--- src/rtl/brk_pkg.sv ---
package brk_pkg;
  // Smallest terminal exponent: tap 0 gives 2^(0+1) cycles
  localparam int unsigned TAP_BASE = 1;

  typedef enum logic {
    BRK_ACTIVE   = 1'b0,
    BRK_RELEASED = 1'b1
  } brk_level_e;
endpackage

--- src/rtl/brk_trig_sync.sv ---
module brk_trig_sync #(
  parameter int unsigned N_TRIG = 4
) (
  input  logic              clk,
  input  logic              rst,
  input  logic [N_TRIG-1:0] trig_n,
  output logic              any_act
);
  logic [N_TRIG-1:0] meta_q;
  logic [N_TRIG-1:0] sync_q;

  for (genvar g = 0; g < N_TRIG; g++) begin : g_line
    always_ff @(posedge clk) begin
      if (rst) begin
        meta_q[g] <= 1'b0;
        sync_q[g] <= 1'b0;
      end else begin
        meta_q[g] <= ~trig_n[g];
        sync_q[g] <= meta_q[g];
      end
    end
  end

  assign any_act = |sync_q;
endmodule

--- src/rtl/brk_tap_hold.sv ---
module brk_tap_hold #(
  parameter int unsigned SEL_W = 3,
  parameter int unsigned CNT_W = 8
) (
  input  logic             clk,
  input  logic             rst,
  input  logic             load_en,
  input  logic [SEL_W-1:0] tap_sel,
  output logic [SEL_W-1:0] held_sel,
  output logic [CNT_W-1:0] last_idx
);
  import brk_pkg::*;

  always_ff @(posedge clk) begin
    if (rst || load_en) held_sel <= tap_sel;
  end

  // last index = 2^(sel+1) - 1, a mask of the low (sel+1) bits
  always_comb begin
    for (int i = 0; i < CNT_W; i++) begin
      last_idx[i] = (i < (int'(held_sel) + int'(TAP_BASE)));
    end
  end
endmodule

--- src/rtl/brk_count_core.sv ---
module brk_count_core #(
  parameter int unsigned CNT_W = 8
) (
  input  logic             clk,
  input  logic             rst,
  input  logic             any_act,
  input  logic [CNT_W-1:0] last_idx,
  output logic [CNT_W-1:0] cnt,
  output logic             brake_n
);
  import brk_pkg::*;

  always_ff @(posedge clk) begin
    if (rst || any_act) begin
      cnt     <= '0;
      brake_n <= BRK_ACTIVE;
    end else if (brake_n == BRK_ACTIVE) begin
      if (cnt >= last_idx) brake_n <= BRK_RELEASED;
      else                 cnt     <= cnt + 1'b1;
    end
  end
endmodule

--- src/rtl/brake_timer.sv ---
module brake_timer #(
  parameter int unsigned N_TRIG = 4,
  parameter int unsigned SEL_W  = 3,
  parameter int unsigned CNT_W  = 8
) (
  input  logic              clk,
  input  logic              rst,
  input  logic [N_TRIG-1:0] trig_n,
  input  logic [SEL_W-1:0]  tap_sel,
  output logic              brake_n
);
  logic             any_act;
  logic [SEL_W-1:0] held_sel_w;
  logic [CNT_W-1:0] last_idx_w;
  logic [CNT_W-1:0] cnt_w;

  brk_trig_sync #(.N_TRIG(N_TRIG)) u_sync (
    .clk(clk), .rst(rst), .trig_n(trig_n), .any_act(any_act)
  );

  brk_tap_hold #(.SEL_W(SEL_W), .CNT_W(CNT_W)) u_tap (
    .clk(clk), .rst(rst), .load_en(~brake_n), .tap_sel(tap_sel),
    .held_sel(held_sel_w), .last_idx(last_idx_w)
  );

  brk_count_core #(.CNT_W(CNT_W)) u_core (
    .clk(clk), .rst(rst), .any_act(any_act), .last_idx(last_idx_w),
    .cnt(cnt_w), .brake_n(brake_n)
  );
endmodule

--- config.mk ---
export PLATFORM = sky130hd
export DESIGN_NAME = brake_timer
export DESIGN_NICKNAME = d
export VERILOG_FILES = /design/src/rtl/brk_pkg.sv /design/src/rtl/brk_trig_sync.sv /design/src/rtl/brk_tap_hold.sv /design/src/rtl/brk_count_core.sv /design/src/rtl/brake_timer.sv
export SDC_FILE = /design/constraint.sdc
export NUM_CORES = 1
export LEC_CHECK = 0
export ABC_AREA = 1
export CORE_ASPECT_RATIO = 1.5
export CORE_MARGIN = 3
export CORE_UTILIZATION = 40
export CTS_BUF_LIST = sky130_fd_sc_hd__clkbuf_4 sky130_fd_sc_hd__clkbuf_8
export DETAILED_ROUTE_END_ITERATION = 16
export PLACE_DENSITY = 0.57
export SYNTH_ARGS = -nofsm -noshare
export SYNTH_HDL_FRONTEND = slang
export SYNTH_SLANG_ARGS = --single-unit
export TNS_END_PERCENT = 100
--- constraint.sdc ---
create_clock -name clk -period 2.13 [get_ports clk]
set_input_delay 0.213 -clock clk [delete_from_list [all_inputs] [get_ports clk]]
set_output_delay 0.213 -clock clk [all_outputs]
set_load 0.01 [all_outputs]
==> results.yml, run 1 <==
synthesis:
  synth.largest_area_cell: "dfxtp_1"
  synth_cells: 133
  total_of_flip_flops_plus_latches_after_synthesis: 20
  post_synth_num_cell_types: 23
  yosys_warnings: 0
  netlist.area_leader.share_pct: 32.0
  synth_seq_area_share_pct: 40.5
  syn-num-nets: 151
  syn_avg_cell_area_sq_um: 7.99
  synthesis.area_sq_um: 1060
  synthTopCellsByArea: "dfxtp_1 (32%), ha_1 (11%), nand2_1 (10%), edfxtp_1 (8.5%), inv_1 (5.7%)"
timing:
  post_route_skew_ns: 0.00765
  timing.final.crit_period_ns: 2.08
  slew_headroom_pct: 78.8
  setup_ws_ns: 0.0452
  unrepaired_setup_endpoints_after_global_routing: "yes"
  setup-tns-final_ns: 0
  max_clock_freq_ghz: 0.480
  finalCritPeriodShare_pct: 97.9
  hold_violations: 0
  max_slew.worst_pin.slew_ns: 0.317
  setup_violations: 0
  report.final.slew_viol_count: 0
layout:
  most-common-layout-cells: "nand2_1 (25), dfxtp_1 (17), inv_1 (15), nor2_1 (13)"
  fillCellCount: 227
  layout.cells.most_common: "nand2_1"
  post_route_design_area_sq_um: 1350
  num-nets-final: 171
  area_growth_syn_to_fin_pct: 27.3
  multi_input_comb_area_sq_um: 648
  ff_latch_area_sq_um: 430
  drive_gt1_share_pct: 23.7
  post_layout_nonfiller_instances: 176
  inserted_diodes: 0
placed_design:
  post-place-ws_ns: 0.00944
  io_buffers: 9
  detailed_place_hpwl_um: 1540
  dpl_cell_area_sq_um: 1190
  numPlacedInstances: 166
  gp_routability_congestion: 0.873
floorplan:
  floorplan.rows: 22
  die_height_um: 69.1
  number_of_primary_i_o_pins: 10
  floorplan.initialDensity_pct: 42.9
  width_of_the_die_um: 48.1
  floorplan_core_area_sq_um: 2480
  dieArea_sq_um: 3320
job:
  timing.max_cap.violations: 0
worst_setup_path:
  worst_setup_path_end_kind: "flop"
  worst-setup-path-type: "reg -> reg"
  worstSetupStartpointType: "flop"
  cp.arrival_ns: 2.32
  critPathRequiredTime_ns: 2.36
  cp_max_fo: 5
power:
  power.leakage_nw: 0.625
  total_power_w: 0.000821
  pwr_density_cell_nw_per_um2: 607
  ir_worst_vdd_mv: 0.472
drt:
  drt_first_iter_violations: 32
  finalWirelength_um: 2270
  routedWlPerCell_um: 12.9
  drt-pass1-iter-count: 4
  post_drt_via_cell_ratio: 5.33
  drc: 0
  via_count: 938
  detail-route-antenna-nets: 0
clocking:
  cts.hold.buffers_added: 0
  cts_max_path_buffers: 2
  cts_made_buffers: 3
  ctsHtreeMaxLevel: 1
  clk_pin_slew_ns: 0.12
  cts.root.buffer_cell: "clkbuf_4"
  tritoncts_num_sinks: 20
  tritoncts: "done"
  insertion_delay_ns: 0.31
run_status:
  run_status: "finished, final reports clean"
global_route:
  antenna_found_initial: 0
  grt_remaining_overflow: 0
  grt_start_max_net_pins: 13
  grt_pass1_wl_um: 3280
  first_global_vias: 815
  gr-usage-all-layers_pct: 13.4
hold_path:
  timing.hold.worst.class: "in -> reg"
[through the flow]
stage	hold WS, ns	utilization [%]
floorplan	0.280	-
CTS	0.412	50.3
global route	0.434	54.6
global placement	0.389	47.9
finish	0.406	54.6
detailed placement	0.395	47.9
[routing by layer]
layer | part of all wire, % | global-route usage [%]
met1 | 40 | 16.4
met2 | 50 | 21.8
met3 | 5.8 | 1.57
met4 | 3.3 | 6.29
met5 | 0 | 0
[critical path, stage by stage (launching register included)]
cell and delay (ns):
edfxtp_1 0.42, ha_2 0.22, xnor2_2 0.13, nand2_2 0.10, o21ai_2 0.06, ha_1 0.31
nand2_1 0.07, inv_1 0.04, nand2_2 0.07, nor2_4 0.05, buf_4 0.13, nand2_2 0.10
nand3_1 0.12, a21oi_1 0.18
[sequential cells by signal (all words and copies together) (netlist names)]
name	flops
u_sync.sync_q	4
u_tap.held_sel	3
u_sync.meta_q	4
u_core.cnt	8
u_core.brake_n	1
[worst paths after layout]
kind | slack (ns) | end | from | depth (start not counted)
setup / recovery | 0.05 | u_core.cnt[6] | u_tap.held_sel[1] | 13
hold / removal | 0.41 | u_sync.meta_q[1] | trig_n[1] | 2
setup reg to reg | 0.05 | u_core.cnt[6] | u_tap.held_sel[1] | 13
hold reg to reg | 0.41 | u_sync.sync_q[0] | u_sync.meta_q[0] | 2
[cell families (layout without fill, tap and decap cells)]
logic type                 after synthesis  count (layout)  share of synthesized area, %
buffers and inverters                   18              35                          6.36
adders and majority gates                9               9                          10.6
DFF                                     20              20                          40.5
AOI/OAI and AO/OA                       14              14                          6.95
xor gates and xnor gates                 5               5                          4.12
and+or+nand+nor                         67              69                          31.4
[cells in the mapped netlist]
library cell / number
a21oi_1: 11
a21oi_2: 1
clkbuf_1: 1
clkinv_1: 1
dfxtp_1: 17
edfxtp_1: 3
ha_1: 9
inv_1: 16
nand2_1: 29
nand2_2: 4
nand2_4: 2
nand3_1: 10
nand3_2: 1
nand3b_1: 2
nand4_1: 1
nor2_1: 13
nor2_2: 1
nor2_4: 1
nor2_8: 1
nor3_1: 2
o21ai_0: 2
xnor2_1: 2
xor2_1: 3
[cell type report]
cell class / instances / share of cell area [%]
Tap cell: 24 / 2.22
Clock buffer: 3 / 1.67
Sequential cell: 20 / 31.8
Multi-Input combinational cell: 97 / 47.9
Clock inverter: 1 / 2.22
Inverter: 17 / 4.72
Timing Repair Buffer: 14 / 9.44
[where the power goes]
part / switching (W) / internal (W)
logic: 0.0000526 / 0.0000491
registers: 0.00000969 / 0.000396
clock network: 0.000123 / 0.000190
[repair_timing]
action,CTS,global route
pin swaps,0,13
setup buffers,1,3
resized for setup,0,18
setup endpoints to repair,4,8
cloned,0,2
Note: power is estimated with default switching activity, not from simulation.
==> run 2, diff against run 1 <==
--- a/config.mk
+++ b/config.mk
@@ -5,7 +5,7 @@
 export SDC_FILE = /design/constraint.sdc
 export NUM_CORES = 1
 export LEC_CHECK = 0
-export ABC_AREA = 1
+export ABC_AREA = 0
 export CORE_ASPECT_RATIO = 1.5
 export CORE_MARGIN = 3
 export CORE_UTILIZATION = 40
==> results.yml, run 2 <==
run_status:
  run_status: "complete, but fails checks"
  failed_checks: "setup timing"
drt:
  drt_first_iter_violations: 31
  post_drt_via_cell_ratio: 5.53
  drc: 0
  routedWlPerCell_um: 13.4
  detail-route-antenna-nets: 0
  via_count: 901
  drt-pass1-iter-count: 4
  finalWirelength_um: 2180
timing:
  setup_violations: 6
  unrepaired_setup_endpoints_after_global_routing: "yes"
  max_slew.worst_pin.slew_ns: 0.339
  report.final.slew_viol_count: 0
  slew_headroom_pct: 77.4
  post_route_skew_ns: 0.00337
  timing.final.crit_period_ns: 2.36
  setup_ws_ns: -0.235
  finalCritPeriodShare_pct: 111
  max_clock_freq_ghz: 0.423
  hold_violations: 0
placed_design:
  detailed_place_hpwl_um: 1690
  gp_routability_congestion: 0.801
  post-place-ws_ns: -0.238
  numPlacedInstances: 156
  io_buffers: 9
clocking:
  cts_made_buffers: 3
  cts.hold.buffers_added: 0
  clk_pin_slew_ns: 0.11
  tritoncts: "done"
  tritoncts_num_sinks: 20
  ctsHtreeMaxLevel: 1
  cts_max_path_buffers: 2
  cts.root.buffer_cell: "clkbuf_4"
  insertion_delay_ns: 0.29
floorplan:
  width_of_the_die_um: 47.5
  floorplan.initialDensity_pct: 44.1
  die_height_um: 68.2
  floorplan.rows: 21
  floorplan_core_area_sq_um: 2340
  number_of_primary_i_o_pins: 10
  dieArea_sq_um: 3240
job:
  timing.max_cap.violations: 0
layout:
  inserted_diodes: 0
  layout.cells.most_common: "dfxtp_1"
  largest_register_by_flop_count: "u_core.cnt"
  num-nets-final: 159
  top_registers: "u_core.cnt (8), u_sync.meta_q (4), u_sync.sync_q (4)"
  largest_register_ff_count: 8
  post_layout_nonfiller_instances: 163
  area_growth_syn_to_fin_pct: 34.8
  most-common-layout-cells: "dfxtp_1 (17), buf_4 (16), nand2_1 (12), nor2_1 (12), clkdlybuf4s50_1 (9)"
  fin_util_pct: 59.5
  drive_gt1_share_pct: 30.0
synthesis:
  netlist.area_leader.share_pct: 33.0
  synth_edf_count: 3
  synth.top_cells.by_count: "dfxtp_1 (17), nor2_1 (13), nand2_1 (12), ha_1 (9), nand3_1 (7)"
  syn_avg_cell_area_sq_um: 9.30
  synth_cells: 111
  synth_seq_area_share_pct: 41.7
  asyncSetResetFlopFracSynth_pct: 0
  yosys_warnings: 0
  flip_flop_cell_with_the_highest_count_after_synthesis: "dfxtp_1"
  synthesis.area_sq_um: 1030
  synthTopCellsByArea: "dfxtp_1 (33%), ha_1 (11%), edfxtp_1 (8.7%), nor2_1 (4.7%), nand2_1 (4.4%)"
  synth.largest_area_cell: "dfxtp_1"
  synth.most_common_cell: "dfxtp_1"
  post_synth_num_cell_types: 36
  total_of_flip_flops_plus_latches_after_synthesis: 20
  syn-num-nets: 129
worst_setup_path:
  cp_max_fo: 3
  worst-setup-path-type: "reg -> reg"
  flop_to_flop_setup_slack_ns: -0.23
  cp.arrival_ns: 2.56
  critPathRequiredTime_ns: 2.32
  worst_setup_path_end_kind: "flop"
  worstSetupStartpointType: "flop"
global_route:
  grt_pass1_wl_um: 3990
  first_global_vias: 971
  antenna_found_initial: 0
  grt_remaining_overflow: 0
  gr-usage-all-layers_pct: 16.9
  grt_start_max_net_pins: 12
hold_path:
  timing.hold.worst.class: "in -> reg"
power:
  ir_worst_vdd_mv: 0.415
  power_frac_comb_pct: 15.5
  netSwitchingPower_w: 0.000173
  power.leakage_nw: 0.615
  total_power_w: 0.000697
  internal-power_w: 0.000524
  p_clk_share_pct: 25.9
  power.share.switching_pct: 24.8
  power.sequential.fraction_pct: 58.6
  pwr_density_cell_nw_per_um2: 501
==> run 2: cell types whose count changed after synthesis, moves of 4 or more <==
cell,before,now
nor2b_1,0,5
inv_1,16,3
nand2_1,29,12
nand2_2,4,0
a21oi_1,11,4
==> run 2: kinds of logic after synthesis <==
logic type	Yosys count	synth area share, %
AO/OA/AOI/OAI	17	11.0
AND/OR/NAND/NOR	54	27.9
XOR/XNOR	1	0.849
multiplexers	4	4.00
flip-flops	20	41.7
adder cells (fa/ha/maj)	10	12.0
buffers and inverters	5	2.54
==> run 2: per-stage QoR <==
step                      hold slack, ns  TNS [ns]  instance area, sq um
after detailed placement           0.431     -1.35                  1260
final                              0.415    -0.546                  1390
after floorplan                    0.280    -0.436                  1040
after CTS                          0.411    -0.553                  1380
after global placement             0.419     -1.10                  1260
after global routing               0.440     -1.76                  1390
==> run 2: worst max-delay path: stages, from the launching register on <==
cell and delay (ns):
edfxtp_1 0.41, ha_2 0.23, xor2_1 0.14, a21boi_1 0.16, ha_1 0.29, a21o_1 0.19, o211a_1 0.23, or4_4 0.48
mux2i_1 0.13
==> run 2: metal layers <==
layer  up-vias  global-route usage [%]  share of wire (%)
met5         -                       0                  0
met4         0                    6.23               0.64
met3         2                    1.58                1.6
met2         8                    32.0                 54
li1        459                       -                  -
met1       432                    18.2                 43
==> run 2: area by class of cell <==
class,count,area (sq um)
Tap cell,23,28.8
Inverter,3,11.3
Fill cell,227,947
Sequential cell,20,430
Clock inverter,1,3.75
Clock buffer,3,22.5
Multi-Input combinational cell,86,662
Timing Repair Buffer,27,233
==> run 2: repair_timing <==
action	4_1_cts	5_1_grt
pin swaps	7	0
setup endpoints to repair	9	9
gates resized for setup	18	2
buffers inserted	4	0
==> run 2: path summary, 6_finish.rpt <==
kind	to	startpoint	depth (start not counted)
setup / recovery	u_core.cnt[5]	u_tap.held_sel[1]	8
hold / removal	u_sync.meta_q[1]	trig_n[1]	2
setup reg to reg	u_core.cnt[5]	u_tap.held_sel[1]	8
hold reg to reg	u_sync.sync_q[0]	u_sync.meta_q[0]	1
==> run 2: power by group through the flow <==
stage | Sequential (W) | Combinational, W | Clock, W
floorplan | 0.000413 | 0.0000563 | 0
global placement | 0.000416 | 0.0000916 | 0
detailed placement | 0.000416 | 0.0000944 | 0
CTS | 0.000408 | 0.000107 | 0.000188
global route | 0.000410 | 0.000124 | 0.000197
finish | 0.000408 | 0.000108 | 0.000180
==> run 3, diff against run 2 <==
--- a/config.mk
+++ b/config.mk
@@ -5,13 +5,15 @@
 export SDC_FILE = /design/constraint.sdc
 export NUM_CORES = 1
 export LEC_CHECK = 0
-export ABC_AREA = 0
+export ABC_AREA = 1
 export CORE_ASPECT_RATIO = 1.5
 export CORE_MARGIN = 3
 export CORE_UTILIZATION = 40
 export CTS_BUF_LIST = sky130_fd_sc_hd__clkbuf_4 sky130_fd_sc_hd__clkbuf_8
+export CTS_CLUSTER_SIZE = 24
 export DETAILED_ROUTE_END_ITERATION = 16
 export PLACE_DENSITY = 0.57
+export SETUP_SLACK_MARGIN = 0.3
 export SYNTH_ARGS = -nofsm -noshare
 export SYNTH_HDL_FRONTEND = slang
 export SYNTH_SLANG_ARGS = --single-unit
==> results.yml, run 3 (synthesis results as in run 1) <==
worst_setup_path:
  flop_to_flop_setup_slack_ns: 0.12
  cp_slowest_cell: "edfxtp_1"
  cp_max_fo: 5
  worst_setup_path_end_kind: "flop"
  critPathRequiredTime_ns: 2.32
  worstSetupStartpointType: "flop"
  timing.critical_path.buf_inv: 2
  rr_worst_depth: 13
  cp_slowest_stage_delay_ns: 0.41
  startpoint_of_the_lowest_slack_register_to_register_path: "u_tap.held_sel[1]"
  path_common_cell: "nand2_2"
  worst-setup-path-type: "reg -> reg"
  cp.arrival_ns: 2.21
  reg2reg_to: "u_core.cnt[0]"
  worst_path_dominant_cell_family: "adder cells"
  path_cells: "ha_2 -> xnor2_2 -> nand2_2 -> o21ai_1 -> ha_1 -> nand2_1 -> inv_1 -> nand2_2 -> nor2_4 -> buf_4 -> nand2_4 -> nand3_1 -> a21oi_2"
layout:
  post_route_design_area_sq_um: 1320
  fillCellCount: 238
  inserted_diodes: 0
  num-nets-final: 170
  top_registers: "u_core.cnt (8), u_sync.meta_q (4), u_sync.sync_q (4)"
  area_growth_syn_to_fin_pct: 24.6
  drive_gt1_share_pct: 22.5
  layout.cells.most_common: "nand2_1"
  largest_register_ff_count: 8
  largest_register_by_flop_count: "u_core.cnt"
  most-common-layout-cells: "nand2_1 (25), dfxtp_1 (17), inv_1 (15), nor2_1 (13), nand3_1 (10)"
timing:
  timing.final.crit_period_ns: 2.01
  hold_slack_ns: 0.408
  report.final.slew_viol_count: 0
  max_clock_freq_ghz: 0.496
  finalCritPeriodShare_pct: 94.6
  setup_violations: 0
  post_route_skew_ns: 0.00431
  hold_violations: 0
  max_slew.worst_pin.slew_ns: 0.295
  slew_headroom_pct: 80.2
  unrepaired_setup_endpoints_after_global_routing: "yes"
  setup_ws_ns: 0.116
drt:
  via_count: 878
  drc: 0
  post_drt_via_cell_ratio: 5.02
  routedWlPerCell_um: 11.8
  drt_first_iter_violations: 28
  finalWirelength_um: 2070
  drt-pass1-iter-count: 4
  detail-route-antenna-nets: 0
clocking:
  clk_pin_slew_ns: 0.11
  cts_max_path_buffers: 2
  cts.root.buffer_cell: "clkbuf_4"
  tritoncts: "done"
  ctsHtreeMaxLevel: 1
  cts_made_buffers: 3
  insertion_delay_ns: 0.29
  tritoncts_num_sinks: 20
power:
  pwr_density_cell_nw_per_um2: 548
  ir_worst_vdd_mv: 0.418
  power.leakage_nw: 0.607
floorplan:
  floorplan.rows: 22
  width_of_the_die_um: 48.1
  floorplan.initialDensity_pct: 42.9
  dieArea_sq_um: 3320
  die_height_um: 69.1
  number_of_primary_i_o_pins: 10
  floorplan_core_area_sq_um: 2480
placed_design:
  gp_routability_congestion: 0.732
  io_buffers: 9
  dpl_cell_area_sq_um: 1190
  detailed_place_hpwl_um: 1530
  post-place-ws_ns: 0.0908
run_status:
  run_status: "finished, final reports clean"
global_route:
  grt_remaining_overflow: 0
  antenna_found_initial: 0
  grt_pass1_wl_um: 3620
  first_global_vias: 826
  gr-usage-all-layers_pct: 14.6
  grt_start_max_net_pins: 12
job:
  timing.max_cap.violations: 0
hold_path:
  timing.hold.worst.class: "reg -> reg"
  holdPathEnd: "u_sync.sync_q[3]"
  whs_path_depth: 2
  hold_start: "u_sync.meta_q[3]"
==> run 3: cell count changes in the layout (fill, tap and decap cells not counted), sizes merged, moves of 3 or more <==
cell and change:
buf -14, nor2b -5, nand2 +24, and3 -3, nor2 +3, o211ai -3, a21oi +8, inv +13
mux2i -3, nand3 +3
==> run 3: what timing repair did <==
action / CTS / global route
endpoints found under the setup margin: 9 / 9
hold buffers: 0 / 0
resized for setup: 2 / 12
pin swaps: 4 / 7
cloned: 2 / 0
setup buffers: 1 / 2
==> run 3: per-stage QoR <==
step	TNS, ns	power [W]	std cells	util, %
2_1_floorplan	0	0.000469	133	-
3_3_place_gp	0	0.000495	166	48.0
3_5_place_dp	0	0.000499	166	48.0
4_1_cts	0	0.000717	173	50.8
5_1_grt	-0.0643	0.000766	175	53.4
6_report	0	0.000726	175	53.4
==> run 3: worst max path at each step <==
stage | cells past startpoint | to | start | slack [ns]
after global routing | 13 | u_core.cnt[4] | u_tap.held_sel[1] | -0.02
after detailed placement | 14 | u_core.cnt[4] | u_tap.held_sel[0] | 0.09
after floorplan | 14 | u_core.cnt[4] | u_tap.held_sel[1] | 0.26
final | 13 | u_core.cnt[0] | u_tap.held_sel[1] | 0.12
after CTS | 14 | u_core.cnt[4] | u_tap.held_sel[0] | 0.11
after global placement | 14 | u_core.cnt[2] | u_tap.held_sel[0] | 0.13
==> run 3: tightest hold or removal path, delay by kind of cell, from the launching register on <==
kind,cells,cell delay (ns)
DFF,1,0.31
buffers and inverters,1,0.04
and+or+nand+nor,1,0.03
==> run 3: layout make-up <==
class | count | area (sq um) | area share (%)
Tap cell | 24 | 30.0 | 2.27
Inverter | 17 | 63.8 | 4.82
Sequential cell | 20 | 430 | 32.5
Multi-Input combinational cell | 97 | 643 | 48.6
Timing Repair Buffer | 13 | 120 | 9.07
Clock buffer | 4 | 36.3 | 2.74
==> run 3: power by group <==
group | switching [W] | internal (W)
Sequential | 0.00000908 | 0.000396
Combinational | 0.0000544 | 0.0000503
Clock | 0.000111 | 0.000104
==> run 3: metal layers <==
layer	part of all wire (%)	vias up	global-route usage, %
met5	0	-	0
met4	0.77	0	5.99
met3	3.3	2	1.57
met2	52	20	23.6
met1	43	390	18.6
li1	-	466	-
